[src/rtl/cport_pkg.sv]
package cport_pkg;

  typedef enum logic [1:0] {PH_CMD, PH_WR, PH_RD} phase_e;

  typedef enum logic [2:0] {
    OP_NONE, OP_WR, OP_RD, OP_CONV1, OP_CONVC, OP_CALO, OP_CALG
  } op_e;

  localparam logic [2:0] SEL_OFF  = 3'd1;
  localparam logic [2:0] SEL_GAIN = 3'd2;
  localparam logic [2:0] SEL_CFG  = 3'd3;
  localparam logic [2:0] SEL_RES  = 3'd4;

  typedef struct packed {
    op_e        op;
    logic [2:0] sel;
  } cmd_t;

  // Command byte decode: register ops in upper nibble zero, bit 3 = read.
  function automatic cmd_t decode_cmd(input logic [7:0] b);
    cmd_t c;
    c.op  = OP_NONE;
    c.sel = b[2:0];
    if (b[7:4] == 4'h0) begin
      if (b[2:0] inside {SEL_OFF, SEL_GAIN, SEL_CFG})
        c.op = b[3] ? OP_RD : OP_WR;
      else if (b[2:0] == SEL_RES && b[3])
        c.op = OP_RD;
    end else if (b[7] && b[5:0] == 6'd0) begin
      c.op = b[6] ? OP_CONVC : OP_CONV1;
    end else if (b == 8'h85) begin
      c.op = OP_CALO;
    end else if (b == 8'h86) begin
      c.op = OP_CALG;
    end
    return c;
  endfunction

endpackage

[src/rtl/cport_sync.sv]
module cport_sync #(
  parameter int STAGES = 2
) (
  input  logic clk,
  input  logic rst_n,
  input  logic sclk,
  input  logic sdi,
  input  logic cs_n,
  output logic rise,
  output logic fall,
  output logic sdi_s,
  output logic cs_act
);
  logic [STAGES:0]   sck_p;
  logic [STAGES-1:0] sdi_p;
  logic [STAGES-1:0] cs_p;

  always_ff @(posedge clk or negedge rst_n) begin
    if (!rst_n) begin
      sck_p <= '0;
      sdi_p <= '0;
      cs_p  <= '1;
    end else begin
      sck_p <= {sck_p[STAGES-1:0], sclk};
      sdi_p <= {sdi_p[STAGES-2:0], sdi};
      cs_p  <= {cs_p[STAGES-2:0], cs_n};
    end
  end

  assign rise   = sck_p[STAGES-1] & ~sck_p[STAGES];
  assign fall   = ~sck_p[STAGES-1] & sck_p[STAGES];
  assign sdi_s  = sdi_p[STAGES-1];
  assign cs_act = ~cs_p[STAGES-1];

  p_edges_exclusive_r2: assert property (@(posedge clk) disable iff (!rst_n)
    !(rise && fall));
endmodule

[src/rtl/cport_resync.sv]
module cport_resync #(
  parameter int RUN = 127
) (
  input  logic clk,
  input  logic rst_n,
  input  logic bit_ev,
  input  logic bit_val,
  output logic hit
);
  localparam int RW = $clog2(RUN + 1);
  logic [RW-1:0] run;

  assign hit = bit_ev && !bit_val && (run >= RW'(RUN));

  always_ff @(posedge clk or negedge rst_n) begin
    if (!rst_n)
      run <= '0;
    else if (bit_ev) begin
      if (!bit_val)
        run <= '0;
      else if (run != RW'(RUN))
        run <= run + 1'b1;
    end
  end

  p_run_clears_r8: assert property (@(posedge clk) disable iff (!rst_n)
    hit |=> run == '0);
endmodule

[src/rtl/cport_top.sv]
module cport_top
  import cport_pkg::*;
#(
  parameter int          DW       = 32,
  parameter int          STAGES   = 2,
  parameter int          RUN      = 127,
  parameter logic [31:0] GAIN_RST = 32'h0100_0000
) (
  input  logic          clk,
  input  logic          rst_n,
  input  logic          cs_n,
  input  logic          sclk,
  input  logic          sdi,
  output logic          sdo,
  output logic          sdo_en,
  input  logic [DW-1:0] conv_data,
  output logic [DW-1:0] offset_q,
  output logic [DW-1:0] gain_q,
  output logic [DW-1:0] cfg_q,
  output logic          conv_single,
  output logic          conv_cont,
  output logic          cal_offset,
  output logic          cal_gain
);
  localparam int DCW = $clog2(DW);

  logic rise, fall, sdi_s, cs_act, bit_ev, fall_ev, resync_hit;
  phase_e          phase;
  logic [2:0]      bcnt;
  logic [DCW-1:0]  dcnt;
  logic [DW-1:0]   in_sr, out_sr, wr_word;
  logic [2:0]      sel;
  logic            sdo_q;
  logic [7:0]      cmd_byte;
  cmd_t            cmd;
  logic            cmd_ev, wr_ev, rd_last;

  cport_sync #(.STAGES(STAGES)) u_sync (
    .clk(clk), .rst_n(rst_n), .sclk(sclk), .sdi(sdi), .cs_n(cs_n),
    .rise(rise), .fall(fall), .sdi_s(sdi_s), .cs_act(cs_act));

  assign bit_ev  = rise & cs_act;
  assign fall_ev = fall & cs_act;

  cport_resync #(.RUN(RUN)) u_resync (
    .clk(clk), .rst_n(rst_n), .bit_ev(bit_ev), .bit_val(sdi_s), .hit(resync_hit));

  // Named internal events
  assign cmd_byte = {in_sr[6:0], sdi_s};
  assign cmd      = decode_cmd(cmd_byte);
  assign cmd_ev   = bit_ev && !resync_hit && phase == PH_CMD && bcnt == 3'd7;
  assign wr_word  = {in_sr[DW-2:0], sdi_s};
  assign wr_ev    = bit_ev && !resync_hit && phase == PH_WR && dcnt == DCW'(DW-1);
  assign rd_last  = bit_ev && !resync_hit && phase == PH_RD && dcnt == DCW'(DW-1);

  function automatic logic [DW-1:0] rd_mux(input logic [2:0] s);
    case (s)
      SEL_OFF:  return offset_q;
      SEL_GAIN: return gain_q;
      SEL_CFG:  return cfg_q;
      default:  return conv_data;
    endcase
  endfunction

  // Framing and shift paths
  always_ff @(posedge clk or negedge rst_n) begin
    if (!rst_n) begin
      phase  <= PH_CMD;
      bcnt   <= '0;
      dcnt   <= '0;
      in_sr  <= '0;
      out_sr <= '0;
      sel    <= '0;
      sdo_q  <= 1'b0;
    end else if (resync_hit) begin
      phase <= PH_CMD;
      bcnt  <= '0;
      dcnt  <= '0;
      sdo_q <= 1'b0;
    end else if (bit_ev) begin
      in_sr <= wr_word;
      case (phase)
        PH_CMD: begin
          bcnt <= bcnt + 1'b1;
          if (bcnt == 3'd7) begin
            dcnt <= '0;
            sel  <= cmd.sel;
            if (cmd.op == OP_WR) phase <= PH_WR;
            if (cmd.op == OP_RD) begin
              phase  <= PH_RD;
              out_sr <= rd_mux(cmd.sel);
            end
          end
        end
        PH_WR: begin
          dcnt <= dcnt + 1'b1;
          if (wr_ev) phase <= PH_CMD;
        end
        default: begin
          dcnt <= dcnt + 1'b1;
          if (rd_last) begin
            phase <= PH_CMD;
            sdo_q <= 1'b0;
          end
        end
      endcase
    end else if (fall_ev && phase == PH_RD) begin
      sdo_q  <= out_sr[DW-1];
      out_sr <= {out_sr[DW-2:0], 1'b0};
    end
  end

  // Register file
  always_ff @(posedge clk or negedge rst_n) begin
    if (!rst_n) begin
      offset_q <= '0;
      gain_q   <= DW'(GAIN_RST);
      cfg_q    <= '0;
    end else if (wr_ev) begin
      case (sel)
        SEL_OFF:  offset_q <= wr_word;
        SEL_GAIN: gain_q   <= wr_word;
        default:  cfg_q    <= wr_word;
      endcase
    end
  end

  // Command strobes
  always_ff @(posedge clk or negedge rst_n) begin
    if (!rst_n) begin
      conv_single <= 1'b0;
      conv_cont   <= 1'b0;
      cal_offset  <= 1'b0;
      cal_gain    <= 1'b0;
    end else begin
      conv_single <= cmd_ev && cmd.op == OP_CONV1;
      conv_cont   <= cmd_ev && cmd.op == OP_CONVC;
      cal_offset  <= cmd_ev && cmd.op == OP_CALO;
      cal_gain    <= cmd_ev && cmd.op == OP_CALG;
    end
  end

  assign sdo    = sdo_q;
  assign sdo_en = ~cs_n;

  p_one_strobe_r6: assert property (@(posedge clk) disable iff (!rst_n)
    $onehot0({conv_single, conv_cont, cal_offset, cal_gain}));
  p_strobe_from_cmd_r5: assert property (@(posedge clk) disable iff (!rst_n)
    (conv_single || conv_cont || cal_offset || cal_gain) |-> $past(phase) == PH_CMD);
  p_regs_hold_r3: assert property (@(posedge clk) disable iff (!rst_n)
    !wr_ev |=> $stable({offset_q, gain_q, cfg_q}));
  p_idle_deselected_r2: assert property (@(posedge clk) disable iff (!rst_n)
    !cs_act |=> $stable({phase, bcnt, dcnt}));
  p_resync_to_cmd_r8: assert property (@(posedge clk) disable iff (!rst_n)
    resync_hit |=> (phase == PH_CMD && bcnt == 3'd0));
  p_sdo_on_fall_r4: assert property (@(posedge clk) disable iff (!rst_n)
    (phase == PH_RD && !fall_ev && !bit_ev) |=> $stable(sdo_q));
endmodule

[config.mk]
export PLATFORM = sky130hd
export DESIGN_NAME = cport_top
export DESIGN_NICKNAME = d
export VERILOG_FILES = /design/src/rtl/cport_pkg.sv /design/src/rtl/cport_sync.sv /design/src/rtl/cport_resync.sv /design/src/rtl/cport_top.sv
export SDC_FILE = /design/constraint.sdc
export NUM_CORES = 1
export LEC_CHECK = 0
export CAP_MARGIN = 20
export CORE_ASPECT_RATIO = 0.9
export CORE_MARGIN = 2
export CORE_UTILIZATION = 40
export CTS_CLUSTER_SIZE = 14
export DETAILED_ROUTE_END_ITERATION = 8
export GPL_TIMING_DRIVEN = 0
export PLACE_DENSITY = 0.74
export SYNTH_ARGS = -nofsm -noshare
export SYNTH_HDL_FRONTEND = slang
export SYNTH_HIERARCHICAL = 1
export SYNTH_SLANG_ARGS = --single-unit
export TNS_END_PERCENT = 20
[constraint.sdc]
create_clock -name clk -period 3.5 [get_ports clk]
set_clock_uncertainty 0.2 [all_clocks]
set_input_delay 0.7 -clock clk [delete_from_list [all_inputs] [get_ports clk]]
set_output_delay 0.7 -clock clk [all_outputs]
set_load 0.01 [all_outputs]
# Yosys cells after proc, flatten, opt, wreduce, memory -nomap -nowiden
# Cells that the tools add are included.
dict set report totals {
  ff_bits 191
  in_bits 37
  out_inout_bits 102
  elab_cells 136
}
dict set report op_classes {
  magnitude_cmp 1
  add_sub_neg 3
  n_mux 36
  n_reduce_logical 40
  n_eq_ne 28
  bitwise 10
}
# cell count
set ops {}
lappend ops {{two-way mux 32 bit} 5}
lappend ops {{one-hot mux 32 bit (3 select lines)} 1}
lappend ops {{two-way mux 3 bit} 9}
lappend ops {{two-way mux 5 bit} 4}
lappend ops {{two-way mux 2 bit} 9}
lappend ops {{== test 8 bit, second input constant} 2}
lappend ops {{logical AND 1 bit} 16}
lappend ops {{== test 3 x 2 -> 1 bit, second input constant} 5}
lappend ops {{== test 3 bit, second input constant} 5}
lappend ops {{two-way mux 7 bit} 2}
lappend ops {{AND reduction 2 bit} 7}
lappend ops {{AND reduction 5 bit} 2}
lappend ops {{== test 3 x 1 -> 1 bit, second input constant} 3}
lappend ops {{!= test 2 x 1 -> 1 bit, second input constant} 4}
lappend ops {{adder 7 x 1 -> 7 bit, second input constant} 1}
lappend ops {{>= comparator 7 bit, second input constant} 1}
lappend ops {{!= test 7 bit, second input constant} 1}
lappend ops {{logical NOT 6 bit} 1}
lappend ops {{!= test 3 x 2 -> 1 bit, second input constant} 2}
lappend ops {{inverter 1 bit} 6}
lappend ops {{nonzero test 2 bit} 3}
lappend ops {{nonzero test 3 bit} 2}
lappend ops {{adder 5 x 1 -> 5 bit, second input constant} 1}
lappend ops {{== test 5 bit, second input constant} 1}
lappend ops {{16 further kinds} 25}

# Logic depth before layout (Yosys ltp)
# Gate-level depths: netlist (run 1).
dict set report depth {
  depth_word 13
  depth_mapped 13
  mapped_depth_nobuf 9
}

# Cells and area by module
# Netlist (run 1), hierarchy kept.
# mod cells_each area_each_um2 n_inst seq_area_each_um2
set modules_own_cells {}
lappend modules_own_cells {cport_top 715 8758.4 1 4430.5}
lappend modules_own_cells {cport_resync 44 422.9 1 175.2}
lappend modules_own_cells {cport_sync 10 196.4 1 177.7}

# Worst setup path after synthesis (run 1)
# No wires, ideal clock.
dict set report synth_path {
  kind {reg2reg}
  startpoint {register u_sync.sck_p[2]}
  endpoint {register cfg_q[10]}
  setup_slack_ns -0.046
  path_buffers 4
  synth_period_minus_slack_ns 3.546
  setup_time_ns 0.125
  required_ns 3.175
  path_stages_with_launch 14
  arrival_ns 3.221
  cell_sequence {dfrtp_1 -> nor2b_1 -> buf_2 -> nand2_1 -> inv_2 -> buf_1 -> buf_2 -> nand2_1 -> a211oi_1 -> nor2_1 -> nand3_2 -> o21bai_1 -> buf_2 -> mux2_2}
}
dict set report synth_between {
  elab_chain_len 10
}
# item line_no
set synth_lines {}
lappend synth_lines {{start, declared} cport_sync.sv:14} ;# logic [STAGES:0] sck_p;
lappend synth_lines {{start signal, assigned} cport_sync.sv:24} ;# sck_p <= {sck_p[STAGES-1:0], sclk};
lappend synth_lines {{inverter 1 bit} cport_sync.sv:30} ;# assign rise = sck_p[STAGES-1] & ~sck_p[STAGES];
lappend synth_lines {{bitwise AND 1 bit} cport_sync.sv:30}
lappend synth_lines {{named net rise} cport_top.sv:27} ;# logic rise, fall, sdi_s, cs_act, bit_ev, fall_ev, resync_hit;
lappend synth_lines {{bitwise AND 1 bit} cport_top.sv:42} ;# assign bit_ev = rise & cs_act;
lappend synth_lines {{named net bit_ev} cport_top.sv:27}
lappend synth_lines {{logical AND 1 bit (2 in a row)} cport_resync.sv:13} ;# assign hit = bit_ev && !bit_val && (run >= RW'(RUN));
lappend synth_lines {{named net resync_hit} cport_top.sv:27}
lappend synth_lines {{logical NOT 1 bit} cport_top.sv:53} ;# assign wr_ev = bit_ev && !resync_hit && phase == PH_WR && dcnt == DCW'(DW-1);
lappend synth_lines {{logical AND 1 bit (3 in a row)} cport_top.sv:53}
lappend synth_lines {{AND reduction 2 bit (no source line)} --}
lappend synth_lines {{end signal, assigned} cport_top.sv:123} ;# default: cfg_q <= wr_word;
lappend synth_lines {{end, declared} cport_top.sv:19} ;# output logic [DW-1:0] cfg_q,
# The timed path passes the listed nets, and every way through them passes these cells.
# A chain may end at the register's enable or synchronous reset.

# Worst setup path in the final report (run 1)
dict set report layout_path {
  startpoint {register u_sync.sck_p[1]}
  endpoint {register cfg_q[20]}
}
dict set report layout_between {
  elab_chain_len 9
}
# item line_no
set layout_lines {}
lappend layout_lines {{bitwise AND 1 bit} cport_sync.sv:30}
lappend layout_lines {{named net rise} cport_top.sv:27}
lappend layout_lines {{bitwise AND 1 bit} cport_top.sv:42}
lappend layout_lines {{named net bit_ev} cport_top.sv:27}
lappend layout_lines {{logical AND 1 bit (2 in a row)} cport_resync.sv:13}
lappend layout_lines {{named net resync_hit} cport_top.sv:27}
lappend layout_lines {{logical NOT 1 bit} cport_top.sv:53}
lappend layout_lines {{logical AND 1 bit (3 in a row)} cport_top.sv:53}
lappend layout_lines {{AND reduction 2 bit (no source line)} --}
# The timed path passes the listed nets, and every way through them passes these cells.

==> flow_summary.toml, run 1 <==
[timing]
setup_viol = 0
worst_pin_slew_ns = 0.798
fmax_ghz = 0.309
hold_viol_final = 0
rsz0062_at_grt = "false"
slew_headroom_pct = 46.8
hold_slack_ns = 0.0473
period_share_pct = 92.4
maxSlewViolCount = 0
post-route-min-period_ns = 3.23

[synthesis]
yosysWarnings = 6
synth_top_family_by_area = "multiplexers"
syn_area_sq_um = 9380
syn_inst = 769
yosysUniqueCellTypes = 65
postSynthAreaPerCell_sq_um = 12.2
syn-num-nets = 811
synthFlopType = "dfrtp_1"
synthAdderAreaFrac_pct = 0.667
yosysSeqAreaShare_pct = 51.0
synth_edf_count = 0
synth-xor-area-share_pct = 0.560
synthArstFlopShare_pct = 100
synth_seq_cells = 191
synth_compound_area_share_pct = 11.2
synthSimpleGateAreaFrac_pct = 7.86
yosys-mux-area-fraction_pct = 23.6

[worst_setup_path]
worstSetupStartpointType = "flip-flop"
cp.required_ns = 3.62
end_kind = "flip-flop"
crit_top_cell = "buf_6"
critPathKind = "flip-flop to flip-flop"
crit_slowest_cell = "dfrtp_1"
cpPeakStageDelay_ns = 0.38
path_cells = "nor2b_1, buf_2, nand2_4, inv_2, buf_6, nand2_1, a211oi_4, nor2_1, nand3_2, o21bai_4, buf_6, mux2_2"
crit_fanout = 23
cp_data_arrival_time_ns = 3.35

[power]
p_clk_share_pct = 37.8
p_leak_nw = 5.45
switching_share_pct = 28.3
ir_drop_mv = 0.265
p_int_mw = 3.76
comb_power_share_pct = 15.8
seq_power_share_pct = 46.4
power.density_nw_per_um2 = 441
netSwitchingPower_mw = 1.48

[detailed_routing]
drc = 0
routed_wl_mm = 25.9
ant_nets = 0
drt_iter0_markers = 575
drt_first_pass_iters = 6
viasPerCell = 5.52
num_vias = 6904
wl_per_cell_um = 20.7

[cts]
clock_path_buffers = 2
insertion_delay_ns = 0.44
tritoncts = "done"
cts_max_level = 4
cts_root_buffer = "clkbuf_16"
numClockSinks = 191
cts_buffers = 17
clkTransAtPathRegs_ns = 0.07

[grt]
grt.total_usage_pct = 21.5
antenna_found_initial = 1
grt_overflow = 0
grt_max_degree = 109
grt_pass1_vias = 6798
grt_pass1_wl_mm = 39.5

[layout]
finish.net_count = 976
fin_area_sq_um = 11900
layout-drive-gt1-share_pct = 24.6
area_growth_pct = 26.8
fin_cells = 1250
fin_util_pct = 51.2

[floorplan]
initial_core_util_pct = 40.4
fp.dieW_um = 165
design.die.area_sq_um = 24700
core-area_sq_um = 23200
fp.dieH_um = 149
rows = 53
pin_count = 139

[placed_design]
portBuffers = 138
gp_congestion = 0.847
hpwl_mm = 18.0
placed_cell_area_sq_um = 11200
placedCellCount = 1210

[status]
outcome = "finished, final reports clean"

[hold_path]
hold_class = "input port to async pin"

[flow_run]
cap_violations = 0
## critical path: cells and delay by family (launching register included)
family | cells | cell delay (ns)
buf+inv | 4 | 0.87
simple gates | 5 | 0.74
compound gates | 2 | 0.54
flops | 1 | 0.38
mux | 1 | 0.35
## synthesized netlist by cell type (9+ instances only)
cell type / count / area share (%)
a21oi_1: 39 / 2.1
a221o_1: 18 / 1.9
a2bb2oi_1: 15 / 1.4
a31oi_1: 16 / 1.1
buf_2: 17 / 0.91
buf_6: 9 / 1.1
clkbuf_1: 23 / 0.92
dfrtp_1: 188 / 50
inv_1: 49 / 2.0
mux2_2: 126 / 15
mux2_4: 20 / 3.2
mux2i_1: 47 / 5.0
nand2_1: 15 / 0.60
nand2b_1: 21 / 1.4
nand3b_1: 18 / 1.4
nor2_1: 16 / 0.64
o21ai_0: 24 / 1.3
o22ai_1: 18 / 1.2
## final cells by class
type | count | area [sq um]
inverters | 50 | 188
fillers | 2042 | 11300
repair buffers | 148 | 1480
diodes | 1 | 2.50
multi-input cells | 473 | 4140
well taps | 302 | 378
clock inverters | 9 | 109
flip-flops and latches | 191 | 4780
clock buffers | 23 | 488
plain buffers | 53 | 318
## layout by cell type, fill, tap and decap left out, types with 20 or more instances in the layout
cell,netlist,routed
clkdlybuf4s50_1,0,137
mux2i_1,47,47
o21ai_0,24,24
clkbuf_1,23,24
mux2_2,126,126
nand2b_1,21,21
mux2_4,20,20
inv_1,49,49
dfrtp_1,188,188
a21oi_1,39,39
## worst paths after layout
kind / start / endpoint / slack, ns / depth (start not counted)
min: rst_n / u_resync/run[3] / 0.05 / 1
min in group clk: u_sync/sdi_p[0] / u_sync/sdi_p[1] / 0.15 / 0
min reg2reg: u_sync/sdi_p[0] / u_sync/sdi_p[1] / 0.15 / 0
max in group asynchronous: rst_n / offset_q[21] / 2.09 / 2
max: u_sync/sck_p[1] / cfg_q[20] / 0.27 / 12
max reg2reg: u_sync/sck_p[1] / cfg_q[20] / 0.27 / 12
## metrics by stage
| stage | power [mW] | worst slack [ns] | TNS [ns] |
|---|---|---|---|
| 2_1_floorplan | 2.95 | 0.169 | 0 |
| 3_3_place_gp | 3.25 | -6.39 | -1330.90 |
| 3_5_place_dp | 3.27 | -1.20 | -137.44 |
| 4_1_cts | 5.26 | 0.0551 | 0 |
| 5_1_grt | 5.44 | 0.0927 | 0 |
| 6_report | 5.25 | 0.266 | 0 |
## repair_timing
item                       4_1_cts  5_1_grt
hold buffers                     0        0
pin swaps                        3        3
resized for setup               17        0
setup buffers                    3        5
setup endpoints to repair      177      136
cloned                           1        0
## metal layers
metal | vias up | track usage, % | routed length [um]
li1 | 3120 | - | -
met1 | 3522 | 30.4 | 12000
met2 | 232 | 32.9 | 11900
met3 | 30 | 5.28 | 1570
met4 | 0 | 5.69 | 384
met5 | - | 0 | 0
## flip-flops by register name (all words and copies together), names as in the netlist, 5 cells and up
register      count
cfg_q            32
gain_q           32
offset_q         32
out_sr           32
in_sr            31
u_resync/run      7
dcnt              5
## logic make-up (layout without fill, tap and decap cells)
group / Yosys count / count (layout)
buffers and inverters: 105 / 283
AOI/OAI and AO/OA: 153 / 153
muxes: 195 / 195
xor gates and xnor gates: 6 / 6
adders and majority gates: 5 / 5
and+or+nand+nor: 114 / 114
DFF: 191 / 191
other: 0 / 1
## power by group through the flow
| stage | clock network, mW | logic, mW | registers, mW |
|---|---|---|---|
| 3_5_place_dp | 0 | 0.806 | 2.47 |
| 4_1_cts | 2.01 | 0.818 | 2.43 |
| 6_report | 1.98 | 0.829 | 2.43 |
| 3_3_place_gp | 0 | 0.780 | 2.47 |
| 2_1_floorplan | 0 | 0.511 | 2.43 |
| 5_1_grt | 2.10 | 0.898 | 2.45 |
Note: power is estimated with default switching activity, not from simulation.
==> inputs of run 2 (changes only) <==
--- a/config.mk
+++ b/config.mk
@@ -5,7 +5,6 @@
 export SDC_FILE = /design/constraint.sdc
 export NUM_CORES = 1
 export LEC_CHECK = 0
-export CAP_MARGIN = 20
 export CORE_ASPECT_RATIO = 0.9
 export CORE_MARGIN = 2
 export CORE_UTILIZATION = 40
==> results of run 2 <==
Same layout as run 1: the final DEF is identical, and so are final timing and power.
